File: src/rtl/pinbank_pkg.sv
`timescale 1ns/1ps
package pinbank_pkg;
  localparam int unsigned REG_AW = 5;

  typedef enum logic [REG_AW-1:0] {
    RA_OWN_SET = 5'd0,  RA_OWN_CLR = 5'd1,  RA_OWN_ST = 5'd2,
    RA_OE_SET  = 5'd3,  RA_OE_CLR  = 5'd4,  RA_OE_ST  = 5'd5,
    RA_FLT_SET = 5'd6,  RA_FLT_CLR = 5'd7,  RA_FLT_ST = 5'd8,
    RA_DAT_SET = 5'd9,  RA_DAT_CLR = 5'd10, RA_DAT_ST = 5'd11,
    RA_PIN_ST  = 5'd12,
    RA_MSK_SET = 5'd13, RA_MSK_CLR = 5'd14, RA_MSK_ST = 5'd15,
    RA_CHG_ST  = 5'd16,
    RA_OD_SET  = 5'd17, RA_OD_CLR  = 5'd18, RA_OD_ST  = 5'd19,
    RA_PU_CLR  = 5'd20, RA_PU_SET  = 5'd21, RA_PU_ST  = 5'd22,
    RA_SEL_A   = 5'd23, RA_SEL_B   = 5'd24, RA_SEL_ST = 5'd25
  } reg_addr_e;

  // attribute slots held in set/clear registers
  localparam int AT_OWN = 0;
  localparam int AT_OE  = 1;
  localparam int AT_FLT = 2;
  localparam int AT_DAT = 3;
  localparam int AT_MSK = 4;
  localparam int AT_OD  = 5;
  localparam int AT_PU  = 6;
  localparam int AT_SEL = 7;
  localparam int NATTR  = 8;

  function automatic logic [REG_AW-1:0] attr_set_addr(int a);
    case (a)
      AT_OWN:  return RA_OWN_SET;
      AT_OE:   return RA_OE_SET;
      AT_FLT:  return RA_FLT_SET;
      AT_DAT:  return RA_DAT_SET;
      AT_MSK:  return RA_MSK_SET;
      AT_OD:   return RA_OD_SET;
      AT_PU:   return RA_PU_SET;
      default: return RA_SEL_B;
    endcase
  endfunction

  function automatic logic [REG_AW-1:0] attr_clr_addr(int a);
    case (a)
      AT_OWN:  return RA_OWN_CLR;
      AT_OE:   return RA_OE_CLR;
      AT_FLT:  return RA_FLT_CLR;
      AT_DAT:  return RA_DAT_CLR;
      AT_MSK:  return RA_MSK_CLR;
      AT_OD:   return RA_OD_CLR;
      AT_PU:   return RA_PU_CLR;
      default: return RA_SEL_A;
    endcase
  endfunction

  function automatic bit attr_rst_ones(int a);
    return (a == AT_OWN) || (a == AT_PU);
  endfunction
endpackage

File: src/rtl/pinbank_setclr_reg.sv
`timescale 1ns/1ps
module pinbank_setclr_reg #(
  parameter int W        = 32,
  parameter bit RST_ONES = 1'b0
) (
  input  logic         clk,
  input  logic         rst_n,
  input  logic         set_stb,
  input  logic         clr_stb,
  input  logic [W-1:0] wdata,
  output logic [W-1:0] q
);
  always_ff @(posedge clk) begin
    if (!rst_n)       q <= RST_ONES ? '1 : '0;
    else if (set_stb) q <= q | wdata;
    else if (clr_stb) q <= q & ~wdata;
  end


  hold_when_idle_chk: assert property (@(posedge clk) disable iff (!rst_n)
    (!set_stb && !clr_stb) |=> $stable(q));


  zero_bits_untouched_chk: assert property (@(posedge clk) disable iff (!rst_n)
    (set_stb || clr_stb) |=> (((q ^ $past(q)) & ~$past(wdata)) == '0));
endmodule

File: src/rtl/pinbank_in_filter.sv
`timescale 1ns/1ps
module pinbank_in_filter #(
  parameter int NPINS = 32
) (
  input  logic             clk,
  input  logic             rst_n,
  input  logic [NPINS-1:0] pad_in,
  input  logic [NPINS-1:0] flt_en,
  output logic [NPINS-1:0] lvl_sync,
  output logic [NPINS-1:0] lvl_filt
);
  logic [NPINS-1:0] meta_q, sync_q, prev_q, filt_q;

  for (genvar i = 0; i < NPINS; i++) begin : g_pin
    always_ff @(posedge clk) begin
      if (!rst_n) begin
        meta_q[i] <= 1'b0;
        sync_q[i] <= 1'b0;
        prev_q[i] <= 1'b0;
        filt_q[i] <= 1'b0;
      end else begin
        meta_q[i] <= pad_in[i];
        sync_q[i] <= meta_q[i];
        prev_q[i] <= sync_q[i];
        if (!flt_en[i] || (sync_q[i] == prev_q[i]))
          filt_q[i] <= sync_q[i];
      end
    end
  end

  assign lvl_sync = sync_q;
  assign lvl_filt = filt_q;


  filter_needs_two_samples_chk: assert property (@(posedge clk) disable iff (!rst_n)
    1'b1 |=> (((filt_q ^ $past(filt_q)) & $past(flt_en & (sync_q ^ prev_q))) == '0));
endmodule

File: src/rtl/pinbank_chg_irq.sv
`timescale 1ns/1ps
module pinbank_chg_irq #(
  parameter int NPINS = 32
) (
  input  logic             clk,
  input  logic             rst_n,
  input  logic [NPINS-1:0] lvl,
  input  logic [NPINS-1:0] mask,
  input  logic             rd_clr,
  output logic [NPINS-1:0] stat,
  output logic             irq
);
  logic [NPINS-1:0] lvl_d, chg;

  assign chg = lvl ^ lvl_d;

  always_ff @(posedge clk) begin
    if (!rst_n) begin
      lvl_d <= '0;
      stat  <= '0;
    end else begin
      lvl_d <= lvl;
      stat  <= (rd_clr ? '0 : stat) | chg;
    end
  end

  assign irq = |(stat & mask);


  coincident_change_kept_chk: assert property (@(posedge clk) disable iff (!rst_n)
    1'b1 |=> ((stat & $past(chg)) == $past(chg)));


  status_rises_on_change_only_chk: assert property (@(posedge clk) disable iff (!rst_n)
    1'b1 |=> ((stat & ~$past(stat) & ~$past(chg)) == '0));


  masked_quiet_chk: assert property (@(posedge clk) disable iff (!rst_n)
    (mask == '0) |-> !irq);
endmodule

File: src/rtl/pinbank_padmux.sv
`timescale 1ns/1ps
module pinbank_padmux #(
  parameter int NPINS = 32
) (
  input  logic [NPINS-1:0] own,
  input  logic [NPINS-1:0] sel_b,
  input  logic [NPINS-1:0] dout,
  input  logic [NPINS-1:0] oe,
  input  logic [NPINS-1:0] od,
  input  logic [NPINS-1:0] pa_out,
  input  logic [NPINS-1:0] pa_oe,
  input  logic [NPINS-1:0] pb_out,
  input  logic [NPINS-1:0] pb_oe,
  output logic [NPINS-1:0] pad_out,
  output logic [NPINS-1:0] pad_oe
);
  for (genvar i = 0; i < NPINS; i++) begin : g_pin
    logic val, en;
    assign val = own[i] ? dout[i] : (sel_b[i] ? pb_out[i] : pa_out[i]);
    assign en  = own[i] ? oe[i]   : (sel_b[i] ? pb_oe[i]  : pa_oe[i]);
    // open-drain: a 1 releases the pad, a 0 pulls low
    assign pad_oe[i]  = en & ~(od[i] & val);
    assign pad_out[i] = val & ~od[i];
  end
endmodule

File: src/rtl/pinbank_ctrl.sv
`timescale 1ns/1ps
module pinbank_ctrl
  import pinbank_pkg::*;
#(
  parameter int NPINS = 32
) (
  input  logic              clk,
  input  logic              rst_n,
  input  logic              bus_en,
  input  logic              bus_wr,
  input  logic [REG_AW-1:0] bus_addr,
  input  logic [NPINS-1:0]  bus_wdata,
  output logic [NPINS-1:0]  bus_rdata,
  input  logic [NPINS-1:0]  pad_in,
  output logic [NPINS-1:0]  pad_out,
  output logic [NPINS-1:0]  pad_oe,
  output logic [NPINS-1:0]  pad_pullup,
  input  logic [NPINS-1:0]  pa_out,
  input  logic [NPINS-1:0]  pa_oe,
  input  logic [NPINS-1:0]  pb_out,
  input  logic [NPINS-1:0]  pb_oe,
  output logic              irq_out
);
  logic wr_stb, rd_stb, chg_rd;
  logic [NATTR-1:0][NPINS-1:0] attr_q;
  logic [NPINS-1:0] lvl_sync, lvl_filt, chg_stat;

  assign wr_stb = bus_en & bus_wr;
  assign rd_stb = bus_en & ~bus_wr;
  assign chg_rd = rd_stb && (bus_addr == RA_CHG_ST);

  for (genvar a = 0; a < NATTR; a++) begin : g_attr
    pinbank_setclr_reg #(.W(NPINS), .RST_ONES(attr_rst_ones(a))) u_reg (
      .clk     (clk),
      .rst_n   (rst_n),
      .set_stb (wr_stb && (bus_addr == attr_set_addr(a))),
      .clr_stb (wr_stb && (bus_addr == attr_clr_addr(a))),
      .wdata   (bus_wdata),
      .q       (attr_q[a])
    );
  end

  pinbank_in_filter #(.NPINS(NPINS)) u_filt (
    .clk      (clk),
    .rst_n    (rst_n),
    .pad_in   (pad_in),
    .flt_en   (attr_q[AT_FLT]),
    .lvl_sync (lvl_sync),
    .lvl_filt (lvl_filt)
  );

  pinbank_chg_irq #(.NPINS(NPINS)) u_irq (
    .clk    (clk),
    .rst_n  (rst_n),
    .lvl    (lvl_filt),
    .mask   (attr_q[AT_MSK]),
    .rd_clr (chg_rd),
    .stat   (chg_stat),
    .irq    (irq_out)
  );

  pinbank_padmux #(.NPINS(NPINS)) u_mux (
    .own     (attr_q[AT_OWN]),
    .sel_b   (attr_q[AT_SEL]),
    .dout    (attr_q[AT_DAT]),
    .oe      (attr_q[AT_OE]),
    .od      (attr_q[AT_OD]),
    .pa_out  (pa_out),
    .pa_oe   (pa_oe),
    .pb_out  (pb_out),
    .pb_oe   (pb_oe),
    .pad_out (pad_out),
    .pad_oe  (pad_oe)
  );

  assign pad_pullup = attr_q[AT_PU];

  always_comb begin
    bus_rdata = '0;
    if (rd_stb) begin
      case (bus_addr)
        RA_OWN_ST: bus_rdata = attr_q[AT_OWN];
        RA_OE_ST:  bus_rdata = attr_q[AT_OE];
        RA_FLT_ST: bus_rdata = attr_q[AT_FLT];
        RA_DAT_ST: bus_rdata = attr_q[AT_DAT];
        RA_PIN_ST: bus_rdata = lvl_sync;
        RA_MSK_ST: bus_rdata = attr_q[AT_MSK];
        RA_CHG_ST: bus_rdata = chg_stat;
        RA_OD_ST:  bus_rdata = attr_q[AT_OD];
        RA_PU_ST:  bus_rdata = attr_q[AT_PU];
        RA_SEL_ST: bus_rdata = attr_q[AT_SEL];
        default:   bus_rdata = '0;
      endcase
    end
  end


  od_high_released_chk: assert property (@(posedge clk) disable iff (!rst_n)
    ((attr_q[AT_OD] & attr_q[AT_OWN] & attr_q[AT_DAT] & pad_oe) == '0));
endmodule

File: config.mk
export PLATFORM = sky130hd
export DESIGN_NAME = pinbank_ctrl
export DESIGN_NICKNAME = d
export VERILOG_FILES = /design/src/rtl/pinbank_pkg.sv /design/src/rtl/pinbank_setclr_reg.sv /design/src/rtl/pinbank_in_filter.sv /design/src/rtl/pinbank_chg_irq.sv /design/src/rtl/pinbank_padmux.sv /design/src/rtl/pinbank_ctrl.sv
export SDC_FILE = /design/constraint.sdc
export NUM_CORES = 1
export LEC_CHECK = 0
export ABC_AREA = 1
export BUFFER_PORTS_ARGS = -buffer_cell sky130_fd_sc_hd__clkbuf_2
export CORE_MARGIN = 2
export CORE_UTILIZATION = 35
export DETAILED_ROUTE_END_ITERATION = 6
export GPL_TIMING_DRIVEN = 0
export SLEW_MARGIN = 40
export SYNTH_ARGS = -nofsm -noshare
export SYNTH_HDL_FRONTEND = slang
export SYNTH_HIERARCHICAL = 1
export SYNTH_SLANG_ARGS = --single-unit
File: constraint.sdc
create_clock -name clk -period 2.1 [get_ports clk]
set_input_delay 0.21 -clock clk [delete_from_list [all_inputs] [get_ports clk]]
set_output_delay 0.21 -clock clk [all_outputs]
set_load 0.005 [all_outputs]
Word-level counts from Yosys, hierarchy flattened
Cells that the tools add are included.

operators by class
  muxes and demuxes = 147
  reductions and logical operators = 91
  bitwise operators = 183
  equality and inequality tests = 57

operators with widths
  kind                                                             count
  32-bit 2-to-1 mux                                                18
  32-bit case mux with 10 select lines                             1
  32-bit bitwise AND                                               9
  32-bit bitwise OR                                                9
  1-bit 2-to-1 mux                                                 128
  1-bit bitwise AND                                                98
  1-bit NOT                                                        65
  5-bit == test, second input constant                             10
  5-bit by 4-bit == test with 1-bit output, second input constant  8
  1-bit == test                                                    32
  1-bit logical NOT                                                32
  1-bit logical OR                                                 32
  32-bit NOT                                                       1
  32-bit OR reduction                                              1
  32-bit XOR                                                       1
  5-bit by 3-bit == test with 1-bit output, second input constant  4
  1-bit logical AND                                                17
  2-bit nonzero test                                               8
  5-bit by 2-bit == test with 1-bit output, second input constant  2
  5-bit by 1-bit == test with 1-bit output, second input constant  1
  5-bit logical NOT                                                1

word-level totals
  word-level logic and storage cells = 616
  input port bits = 201
  output and inout bits = 129
  flip-flop bits (word level) = 448

Longest topological paths before layout
Gate-level depths: netlist (run 1).

  depth after elaboration = 5
  depth in mapped cells = 11
  mapped depth without buffers = 9

Hierarchy
Netlist (run 1), hierarchy kept.

by module, submodules not included
  module                                     cells each  seq. area each (µm²)  instances  area each (µm²)
  pinbank_setclr_reg at g_attr[1].u_reg ...  170         640.6                 6          1,348.8
  pinbank_in_filter                          622         2,562.5               1          4,524.3
  pinbank_ctrl                               824         0.0                   1          3,574.7
  pinbank_chg_irq                            361         1,281.2               1          2,627.5
  pinbank_setclr_reg at g_attr[0].u_reg ...  174         640.6                 2          1,303.8
  pinbank_padmux                             576         0.0                   1          2,362.3

Least setup slack after synthesis (run 1)
OpenSTA, ideal clock, no wires.

  path type = input-to-reg
  from = in bus_addr[0]
  to = reg u_irq.stat[0]
  slack = -0.040 ns
  buffers on the path = 4
  stages = 10
  arrival time = 2.027 ns
  data required time = 1.987 ns
  setup time = 0.113 ns
  path through = buf_2 nor2_4 buf_2 buf_2 nand2_1 nor4_1 buf_6 nor2_1 o21ai_1 inv_1

between the ends
  longest elaborated chain between the ends = 4

ends and longest elaborated chain
  what                    RTL line               source
  start: declaration      pinbank_ctrl.sv:11     input logic [REG_AW-1:0] bus_addr,
  5-bit == test           pinbank_ctrl.sv:30     assign chg_rd = rd_stb && (bus_addr == RA_CHG_ST);
  1-bit logical AND       pinbank_ctrl.sv:30
  net chg_rd              pinbank_ctrl.sv:24     logic wr_stb, rd_stb, chg_rd;
  32-bit 2-to-1 mux       pinbank_chg_irq.sv:23  stat <= (rd_clr ? '0 : stat) | chg;
  32-bit bitwise OR       pinbank_chg_irq.sv:23
  end signal: assignment  pinbank_chg_irq.sv:23
  end: declaration        pinbank_chg_irq.sv:10  output logic [NPINS-1:0] stat,

The timed path passes the listed nets, and every way through them passes these cells.
A chain may end at the register's enable or synchronous reset.

Final worst setup path (run 1)
  from = in bus_addr[1]
  to = out bus_rdata[6]

between the ends
  longest elaborated chain between the ends = 3
  elaborated cells on any way between the ends = 12
  classes of those cells = 10 x eq/ne; 2 x mux

ends and longest elaborated chain
  what                                    RTL line            source
  5-bit == test (tied with other cells)   pinbank_ctrl.sv:81  case (bus_addr)
  32-bit case mux with 10 select lines *  pinbank_ctrl.sv:81
  32-bit 2-to-1 mux *                     pinbank_ctrl.sv:80  if (rd_stb) begin
  end: declaration                        pinbank_ctrl.sv:13  output logic [NPINS-1:0] bus_rdata,

Every way passes the cells marked *; elsewhere a longest branch is shown, timed or not.

==> results of run 1 <==
[power by group through the flow]
| stage | logic [mW] | registers (mW) | clock network, mW |
|---|---|---|---|
| global route | 1.56 | 8.73 | 9.21 |
| global placement | 1.31 | 8.90 | 0 |
| detailed placement | 1.33 | 8.91 | 0 |
| CTS | 1.40 | 8.72 | 8.87 |
| floorplan | 0.665 | 8.86 | 0 |
| finish | 1.43 | 8.72 | 8.73 |
[per-stage QoR]
stage | setup TNS (ps) | cells | utilization (%)
after global placement | -126230 | 4951 | 39.4
after floorplan | 0 | 3751 | -
final | 0 | 5072 | 42.6
after global routing | -90.5 | 5071 | 42.6
after detailed placement | -88530 | 4952 | 39.5
after CTS | 0 | 5070 | 42.5
[worst max-delay path: stages]
cell,delay (ps)
clkbuf_2,200
inv_2,100
nand2_1,130
nor2_1,70
nand2_2,220
clkbuf_4,350
nor2_1,60
nor2_1,100
nand3_1,90
nand2_1,170
inv_1,60
clkbuf_2,110
[kinds of logic after synthesis]
| logic type | after synthesis |
|---|---|
| flops | 448 |
| compound gates | 384 |
| buf+inv | 732 |
| xor+xnor | 32 |
| simple gates | 2155 |
[layout make-up]
type	instances	area [um2]	area share, %
Clock inverter	12	144	0.502
Buffer	169	1200	4.19
Antenna cell	2	5.00	0.0174
Clock buffer	72	1460	5.07
Timing Repair Buffer	362	1990	6.93
Multi-Input combinational cell	2571	11700	40.8
Inverter	563	2120	7.37
Sequential cell	448	8970	31.3
Tap cell	873	1090	3.81
[layer usage]
metal | vias up | part of all wire (%) | GRT usage [%]
met2 | 937 | 45 | 40.1
li1 | 12281 | - | -
met5 | - | 0.047 | 0
met4 | 6 | 3.8 | 9.83
met3 | 166 | 7.3 | 3.12
met1 | 10883 | 44 | 32.3
[worst max path at each step]
stage / startpoint / end / cells after the start
final: bus_addr[1] / bus_rdata[6] / 12
after global routing: bus_addr[3] / bus_rdata[6] / 11
after CTS: bus_addr[4] / bus_rdata[6] / 10
after detailed placement: bus_addr[2] / flip-flop / 10
after global placement: bus_addr[2] / flip-flop / 10
after floorplan: bus_addr[4] / flip-flop / 8
[synthesized netlist by cell type (all sizes together)]
master / number
clkbuf: 24
buf: 145
a21oi: 288
xor2: 32
nand4: 96
nand3: 229
nand2: 1536
nor4: 3
or2: 32
inv: 562
o21ai: 96
dfxtp: 448
nor3: 3
clkinv: 1
nor2: 256
[timing repair]
item | in CTS | in global routing
buffers inserted | 2 | 0
resized for setup | 30 | 59
setup endpoints to repair | 32 | 57
hold endpoints to repair | 32 | 0
pin swaps | 1 | 1
hold buffers | 32 | 0
==> results.yml, run 1 <==
timing:
  finalSetupViolations: 0
  grt_setup_unrepaired: "yes"
  finalCritPeriodShare_pct: 99.8
  period_minus_slack_ps: 2100
  slew_viol_final: 0
  fmax_mhz: 477
  worst_slew_pin_slew_ps: 817
  whs_ps: 95.0
  finClkSkew_ps: 19.8
  fin_ws_ps: 4.69
  finalHoldViolations: 0
  slew-limit-headroom_pct: 45.1
worst_setup_path:
  cp.arrival_ps: 1890
  required_ps: 1890
  reg2regPathDepth: 4
  critPathKind: "input pin to output port"
  cp-start-kind: "input pin"
  worstSetupEndpointType: "output port"
  r2r_end: "u_filt/lvl_filt[27]$_SDFFE_PN0P_"
  crit_fanout: 10
  ff2ff_setup_slack_ps: 1250
power:
  pwr-share-clk_pct: 46.3
  pwr-share-seq_pct: 46.2
  p_total_mw: 18.9
  peakVddDrop_mv: 0.551
  p_leak_nw: 14.7
  powerDensity_mw_per_mm2: 658
  p_int_mw: 14.2
  switchingPower_mw: 4.67
  pwr-share-comb_pct: 7.6
  switching_share_pct: 24.7
detailed_routing:
  route.vias.total: 24273
  drc_errors: 0
  antenna_left: 0
  drt_wl_total_mm: 87.3
  firstDrtPassIters: 6
  vias_per_cell: 4.79
  drt_iter0_markers: 2098
  wire_per_inst_um: 17.2
yosys:
  synth_top_family_by_area: "simple AND/OR/NAND/NOR gates"
  synth_cells: 3751
  ys_seq_area_share_pct: 37.7
  synth.top_cell.area_share_pct: 37.7
  synth_fp_nets: 3952
  synthAdderAreaFrac_pct: 0
  ys_ff_latch: 448
  yosys_warnings: 6
  synthDistinctLibCells: 24
  yosys-top-cells-area: "dfxtp_1 (38%), nand2_1 (24%), inv_1 (8.9%)"
  yosysTopAreaCell: "dfxtp_1"
  synth_compound_area_share_pct: 10.9
  syn_area_per_cell_um2: 6.34
  syn_area_mm2: 0.0238
  post_synth_xor_area_fraction_pct: 1.18
  synthMuxAreaShare_pct: 0
  synth_simple_gate_area_share_pct: 36.7
global_routing:
  grt_max_degree: 17
  grt_pass1_wl_mm: 131
  antenna_found_initial: 4
  gr-usage-all-layers_pct: 24.4
  first_global_vias: 21919
  overflow: 0
finish:
  n_fill_cell: 7166
  drive_gt1_share_pct: 18.4
  fin_nets: 4365
  layout_common_cells: "nand2_1 (1532), inv_1 (561), dfxtp_1 (448)"
  area_delta_synth_final_pct: 20.6
  final_common_cell: "nand2_1"
  post-route-cell-area_mm2: 0.0287
job:
  max-cap-violations: 0
hold_path:
  min_from: "bus_wdata[27]"
  hold_depth: 3
  hold_path.class: "input pin to flip-flop"
floorplanning:
  die_w_um: 265
  start_util_pct: 35.4
  std_cell_rows: 95
  core_region_area_mm2: 0.0673
  fp.dieArea_mm2: 0.0701
  ios: 330
  die_y_um: 265
clock_tree:
  cts_tree: "built"
  clkSlewWorstSetupHoldPaths_ps: 60
  htree_num_levels: 2
  clk_path_buf_depth: 3
  clock-sinks: 448
  clk-insertion-delay-late_ps: 600
  root_buffer: "clkbuf_16"
  cts_made_buffers: 49
run_status:
  outcome: "finished clean"
place:
  place.port_buffers: 327
  pre_cts_slack_ps: -566
  gp_congestion: 0.969
  placed_area_mm2: 0.0266
  dp_hpwl_mm: 68.8
Power figures use the tool's default switching activity.
==> run 2: changes to the inputs <==
ABC_AREA = 0   (was 1)
==> results.yml, run 2 <==
worst_setup_path:
  cp.arrival_ps: 2160
  critPathKind: "flip-flop to output port"
  worstSetupEndpointType: "output port"
  ff2ff_setup_slack_ps: 1050
  required_ps: 1890
  r2r_end: "u_filt/lvl_filt[22]$_SDFFE_PN0P_"
  reg2regPathDepth: 2
  r2r_start: "u_filt/lvl_sync[22]$_SDFF_PN0_"
  crit_fanout: 3
  cp-start-kind: "flip-flop"
yosys:
  syn_area_per_cell_um2: 9.50
  synthDistinctLibCells: 59
  synthAdderAreaFrac_pct: 0
  synthArstFlopShare_pct: 0
  syn_area_mm2: 0.0213
  synth_cells: 2239
  synth-edff-count: 0
  synth_simple_gate_area_share_pct: 21.5
  ys.flop_type: "dfxtp_1"
  yosys-top-cells-area: "dfxtp_1 (42%), a31o_1 (7.7%), and3_1 (5.6%)"
  synthMuxAreaShare_pct: 3.72
  synth_compound_area_share_pct: 25.3
  yosysTopAreaCell: "dfxtp_1"
  yosys_warnings: 6
  synth_commonest_cells: "dfxtp_1 (448), nand2_1 (302), and3_1 (192)"
  synth_top_family_by_area: "compound AO/OA/AOI/OAI gates"
  synth_most_common_cell: "dfxtp_1"
  synth_fp_nets: 2440
  post_synth_xor_area_fraction_pct: 1.36
  ys_ff_latch: 448
  ys_seq_area_share_pct: 42.2
  synth.top_cell.area_share_pct: 42.2
timing:
  fmax_mhz: 422
  period_minus_slack_ps: 2370
  finClkSkew_ps: 10.7
  grt_setup_unrepaired: "yes"
  finalCritPeriodShare_pct: 113
  finalSetupViolations: 33
  slew-limit-headroom_pct: 43.1
  worst_slew_pin_slew_ps: 853
  finalHoldViolations: 0
  slew_viol_final: 0
  fin_ws_ps: -268
global_routing:
  overflow: 0
  grt_pass1_wl_mm: 139
  grt_max_degree: 17
  antenna_found_initial: 3
  first_global_vias: 20264
  gr-usage-all-layers_pct: 30.0
clock_tree:
  cts_made_buffers: 50
  clock-sinks: 448
  htree_num_levels: 2
  clk-insertion-delay-late_ps: 610
  clk_path_buf_depth: 3
  root_buffer: "clkbuf_16"
  clkSlewWorstSetupHoldPaths_ps: 60
  cts_tree: "built"
finish:
  fin_nets: 2954
  stdcell_count: 3574
  layout_common_cells: "dfxtp_1 (410), clkbuf_2 (312), nand2_1 (300)"
  final_common_cell: "dfxtp_1"
  area_delta_synth_final_pct: 36.2
  drive_gt1_share_pct: 32.5
  n_fill_cell: 5598
  post-route-cell-area_mm2: 0.0290
detailed_routing:
  antenna_left: 0
  drt_wl_total_mm: 98.8
  wire_per_inst_um: 27.6
  vias_per_cell: 5.97
  firstDrtPassIters: 6
  drc_errors: 0
  route.vias.total: 21354
  drt_iter0_markers: 2578
power:
  pwr-share-seq_pct: 44.4
  pwr-share-comb_pct: 8.9
  peakVddDrop_mv: 0.636
  pwr-share-clk_pct: 46.7
  p_int_mw: 15.0
  switching_share_pct: 24.8
  powerDensity_mw_per_mm2: 688
  switchingPower_mw: 4.94
  p_leak_nw: 12.0
  p_total_mw: 19.9
floorplanning:
  core_region_area_mm2: 0.0602
  ios: 330
  std_cell_rows: 90
  start_util_pct: 35.3
  fp.dieArea_mm2: 0.0628
  die_w_um: 251
  die_y_um: 251
hold_path:
  min_from: "bus_wdata[7]"
  hold_depth: 3
  hold_path.class: "input pin to flip-flop"
run_status:
  violations: "negative setup slack"
  outcome: "complete, but fails checks"
place:
  gp_congestion: 0.977
  dp.cells: 3349
  placed_area_mm2: 0.0239
  place.port_buffers: 327
  dp_hpwl_mm: 71.9
job:
  max-cap-violations: 0
## run 2: routing by layer
metal	global-route usage (%)	vias up	share of wire (%)
li1	-	9361	-
met1	39.0	10371	40
met2	45.4	1327	43
met3	7.65	291	11
met4	16.6	4	6.6
met5	0	-	0.022
## run 2: worst max path at each step
| stage | start | end | slack [ps] | depth (start not counted) |
|---|---|---|---|---|
| global route | u_irq/stat[1]$_SDFF_PN0_ | irq_out | -270 | 4 |
| global placement | bus_addr[3] | bus_rdata[6] | -1300 | 9 |
| CTS | u_irq/stat[1]$_SDFF_PN0_ | irq_out | -220 | 4 |
| finish | u_irq/stat[9]$_SDFF_PN0_ | irq_out | -270 | 4 |
| detailed placement | bus_addr[4] | bus_rdata[24] | -1100 | 8 |
| floorplan | bus_addr[3] | flip-flop | 50 | 7 |
## run 2: cell families (layout without fill, tap and decap cells)
family | after synthesis | count (layout)
other | 0 | 1
buffers and inverters | 199 | 751
DFF | 448 | 448
muxes | 75 | 75
AOI/OAI and AO/OA | 629 | 629
and+or+nand+nor | 855 | 855
xor gates and xnor gates | 33 | 33
## run 2: layout make-up
cell class	count	area [um2]	share of cell area (%)
multi-input cells	1592	12300	42.3
flip-flops and latches	448	9040	31.2
repair buffers	465	3320	11.4
clock buffers	76	1520	5.24
plain buffers	159	1500	5.16
well taps	782	978	3.38
clock inverters	14	226	0.781
inverters	37	145	0.501
diodes	1	2.50	0.00863
## run 2: power by group through the flow
stage	logic, mW	clock network (mW)	registers [mW]
final	1.78	9.32	8.85
after global routing	1.85	9.70	8.86
after CTS	1.63	9.38	8.84
after detailed placement	1.37	0	9.02
after global placement	1.35	0	9.01
after floorplan	0.680	0	8.92
## run 2: repair_timing
action                     CTS  global route
hold endpoints to repair    32             0
setup endpoints to repair  143            66
resized for setup          288           147
cloned                       8             5
buffers inserted            70            24
pin swaps                   57            56
hold buffers                32             0
## run 2: per-stage QoR
stage,util [%],TNS [ps],setup slack (ps),hold WS (ps)
after floorplan,-,0,51.1,332
after global placement,39.7,-223730,-1300,419
after detailed placement,39.7,-192920,-1100,418
after CTS,46.7,-1660,-224,53.7
after global routing,48.1,-3310,-271,97.4
final,48.1,-2700,-268,94.2
## run 2: worst max-delay path, stage by stage (launching register included)
cell,delay [ps]
dfxtp_2,370
a22oi_2,320
nand4_1,210
or4_4,510
clkbuf_2,140
==> run 3: changes to the inputs <==
GPL_TIMING_DRIVEN = 1   (was 0)
==> results.yml, run 3 (synthesis gave the netlist of run 2 again) <==
global_routing:
  gr-usage-all-layers_pct: 26.4
  grt_max_degree: 140
  antenna_found_initial: 2
  first_global_vias: 19104
  grt_pass1_wl_mm: 125
  overflow: 0
worst_setup_path:
  cp-endpoint: "irq_out"
  cp.arrival_ps: 2090
  critical-path-top-delay-family: "simple AND/OR/NAND/NOR gates"
  cp.depth: 4
  required_ps: 1890
  reg2regPathDepth: 3
  r2r_end: "u_irq/stat[14]$_SDFF_PN0_"
  cp-start-kind: "flip-flop"
  ff2ff_setup_slack_ps: 1060
  cp_cell_sequence: "a22oi_2, nand4_1, or4_4, clkbuf_2"
  cpMaxStageDelayCell: "or4_4"
  critical_path.startpoint: "u_irq/stat[13]$_SDFF_PN0_"
  r2r_start: "u_irq/stat[14]$_SDFF_PN0_"
  cpPeakStageDelay_ps: 580
  crit_buf_inv: 1
  worstSetupEndpointType: "output port"
  crit_fanout: 2
  critPathKind: "flip-flop to output port"
floorplanning:
  std_cell_rows: 90
  core_region_area_mm2: 0.0602
  fp.dieArea_mm2: 0.0628
  die_w_um: 251
  ios: 330
  die_y_um: 251
  start_util_pct: 35.3
timing:
  finalCritPeriodShare_pct: 110
  finClkSkew_ps: 17.3
  slew-limit-headroom_pct: 53.5
  whs_ps: 29.1
  fmax_mhz: 435
  period_minus_slack_ps: 2300
  finalHoldViolations: 0
  fin_ws_ps: -200
  slew_viol_final: 0
  finalSetupViolations: 7
  grt_setup_unrepaired: "yes"
  worst_slew_pin_slew_ps: 698
hold_path:
  hold_path.class: "input pin to flip-flop"
clock_tree:
  cts_made_buffers: 49
  clk-insertion-delay-late_ps: 610
  root_buffer: "clkbuf_16"
  cts_tree: "built"
  htree_num_levels: 2
  clkSlewWorstSetupHoldPaths_ps: 60
  clk_path_buf_depth: 3
  clock-sinks: 448
run_status:
  violations: "negative setup slack"
  outcome: "complete, but fails checks"
place:
  place.port_buffers: 329
  gp_congestion: 0.920
  pre_cts_slack_ps: -149
  dp_hpwl_mm: 62.0
detailed_routing:
  antenna_left: 0
  drc_errors: 0
  route.vias.total: 20414
  firstDrtPassIters: 5
  wire_per_inst_um: 24.9
  vias_per_cell: 5.84
  drt_iter0_markers: 2050
  drt_wl_total_mm: 87.0
power:
  p_total_mw: 18.9
  p_leak_nw: 11.5
  powerDensity_mw_per_mm2: 681
  peakVddDrop_mv: 0.699
finish:
  final_core_util_pct: 46.0
  fin_nets: 2881
  area_delta_synth_final_pct: 30.4
  drive_gt1_share_pct: 30.8
  layout_common_cells: "dfxtp_1 (414), clkbuf_2 (308), nand2_1 (302)"
  final_common_cell: "dfxtp_1"
job:
  max-cap-violations: 0
## run 3: layout make-up
cell class	instances	area [um2]
tap	782	978
inverter	37	148
multi-input combinational	1592	12000
clock buffer	70	1440
clock inverter	14	145
timing repair buffer	552	4020
sequential	448	9030
antenna	1	2.50
fill	5756	32500
## run 3: routing by layer
metal | vias up | global-route usage, % | wire length (um)
met3 | 154 | 3.55 | 7180
met1 | 10067 | 38.7 | 39100
met2 | 992 | 39.3 | 37800
met5 | - | 0 | 13
li1 | 9199 | - | -
met4 | 2 | 9.46 | 2900
## run 3: how the worst min path moves through the flow
stage / startpoint / to / slack [ps] / cells past startpoint
2_1_floorplan: pad_in[0] / u_filt/meta_q[0]$_SDFF_PN0_ / 330 / 1
3_3_place_gp: pad_in[0] / u_filt/meta_q[0]$_SDFF_PN0_ / 420 / 2
3_5_place_dp: u_filt/meta_q[16]$_SDFF_PN0_ / u_filt/lvl_sync[16]$_SDFF_PN0_ / 420 / 1
4_1_cts: rst_n / u_filt/lvl_sync[6]$_SDFF_PN0_ / 2 / 2
5_1_grt: rst_n / u_filt/lvl_sync[6]$_SDFF_PN0_ / 30 / 2
6_report: rst_n / u_filt/meta_q[6]$_SDFF_PN0_ / 30 / 2
## run 3: worst reg2reg max path, delay by kind of cell, from the launching register on
family          cells  cell delay (ps)
flops               1              380
simple gates        1              230
compound gates      1              190
buf+inv             1              160
## run 3: where the power goes
group / switching (mW) / internal, mW
logic: 0.873 / 0.634
registers: 0.158 / 8.65
clock network: 3.59 / 4.98
## run 3: metrics by stage
stage	TNS [ps]	cell area [um2]	instances
2_1_floorplan	0	21300	2239
3_5_place_dp	-9530	24500	3358
3_3_place_gp	-6570	24500	3358
6_report	-348	27700	3496
4_1_cts	-263	27200	3489
5_1_grt	-1380	27700	3495
## run 3: timing repair
action,4_1_cts,5_1_grt
pin swaps,32,26
gates resized for setup,141,95
setup endpoints to repair,37,34
hold buffers,32,0
setup buffers,13,6
hold endpoints to repair,32,0
cloned,3,2
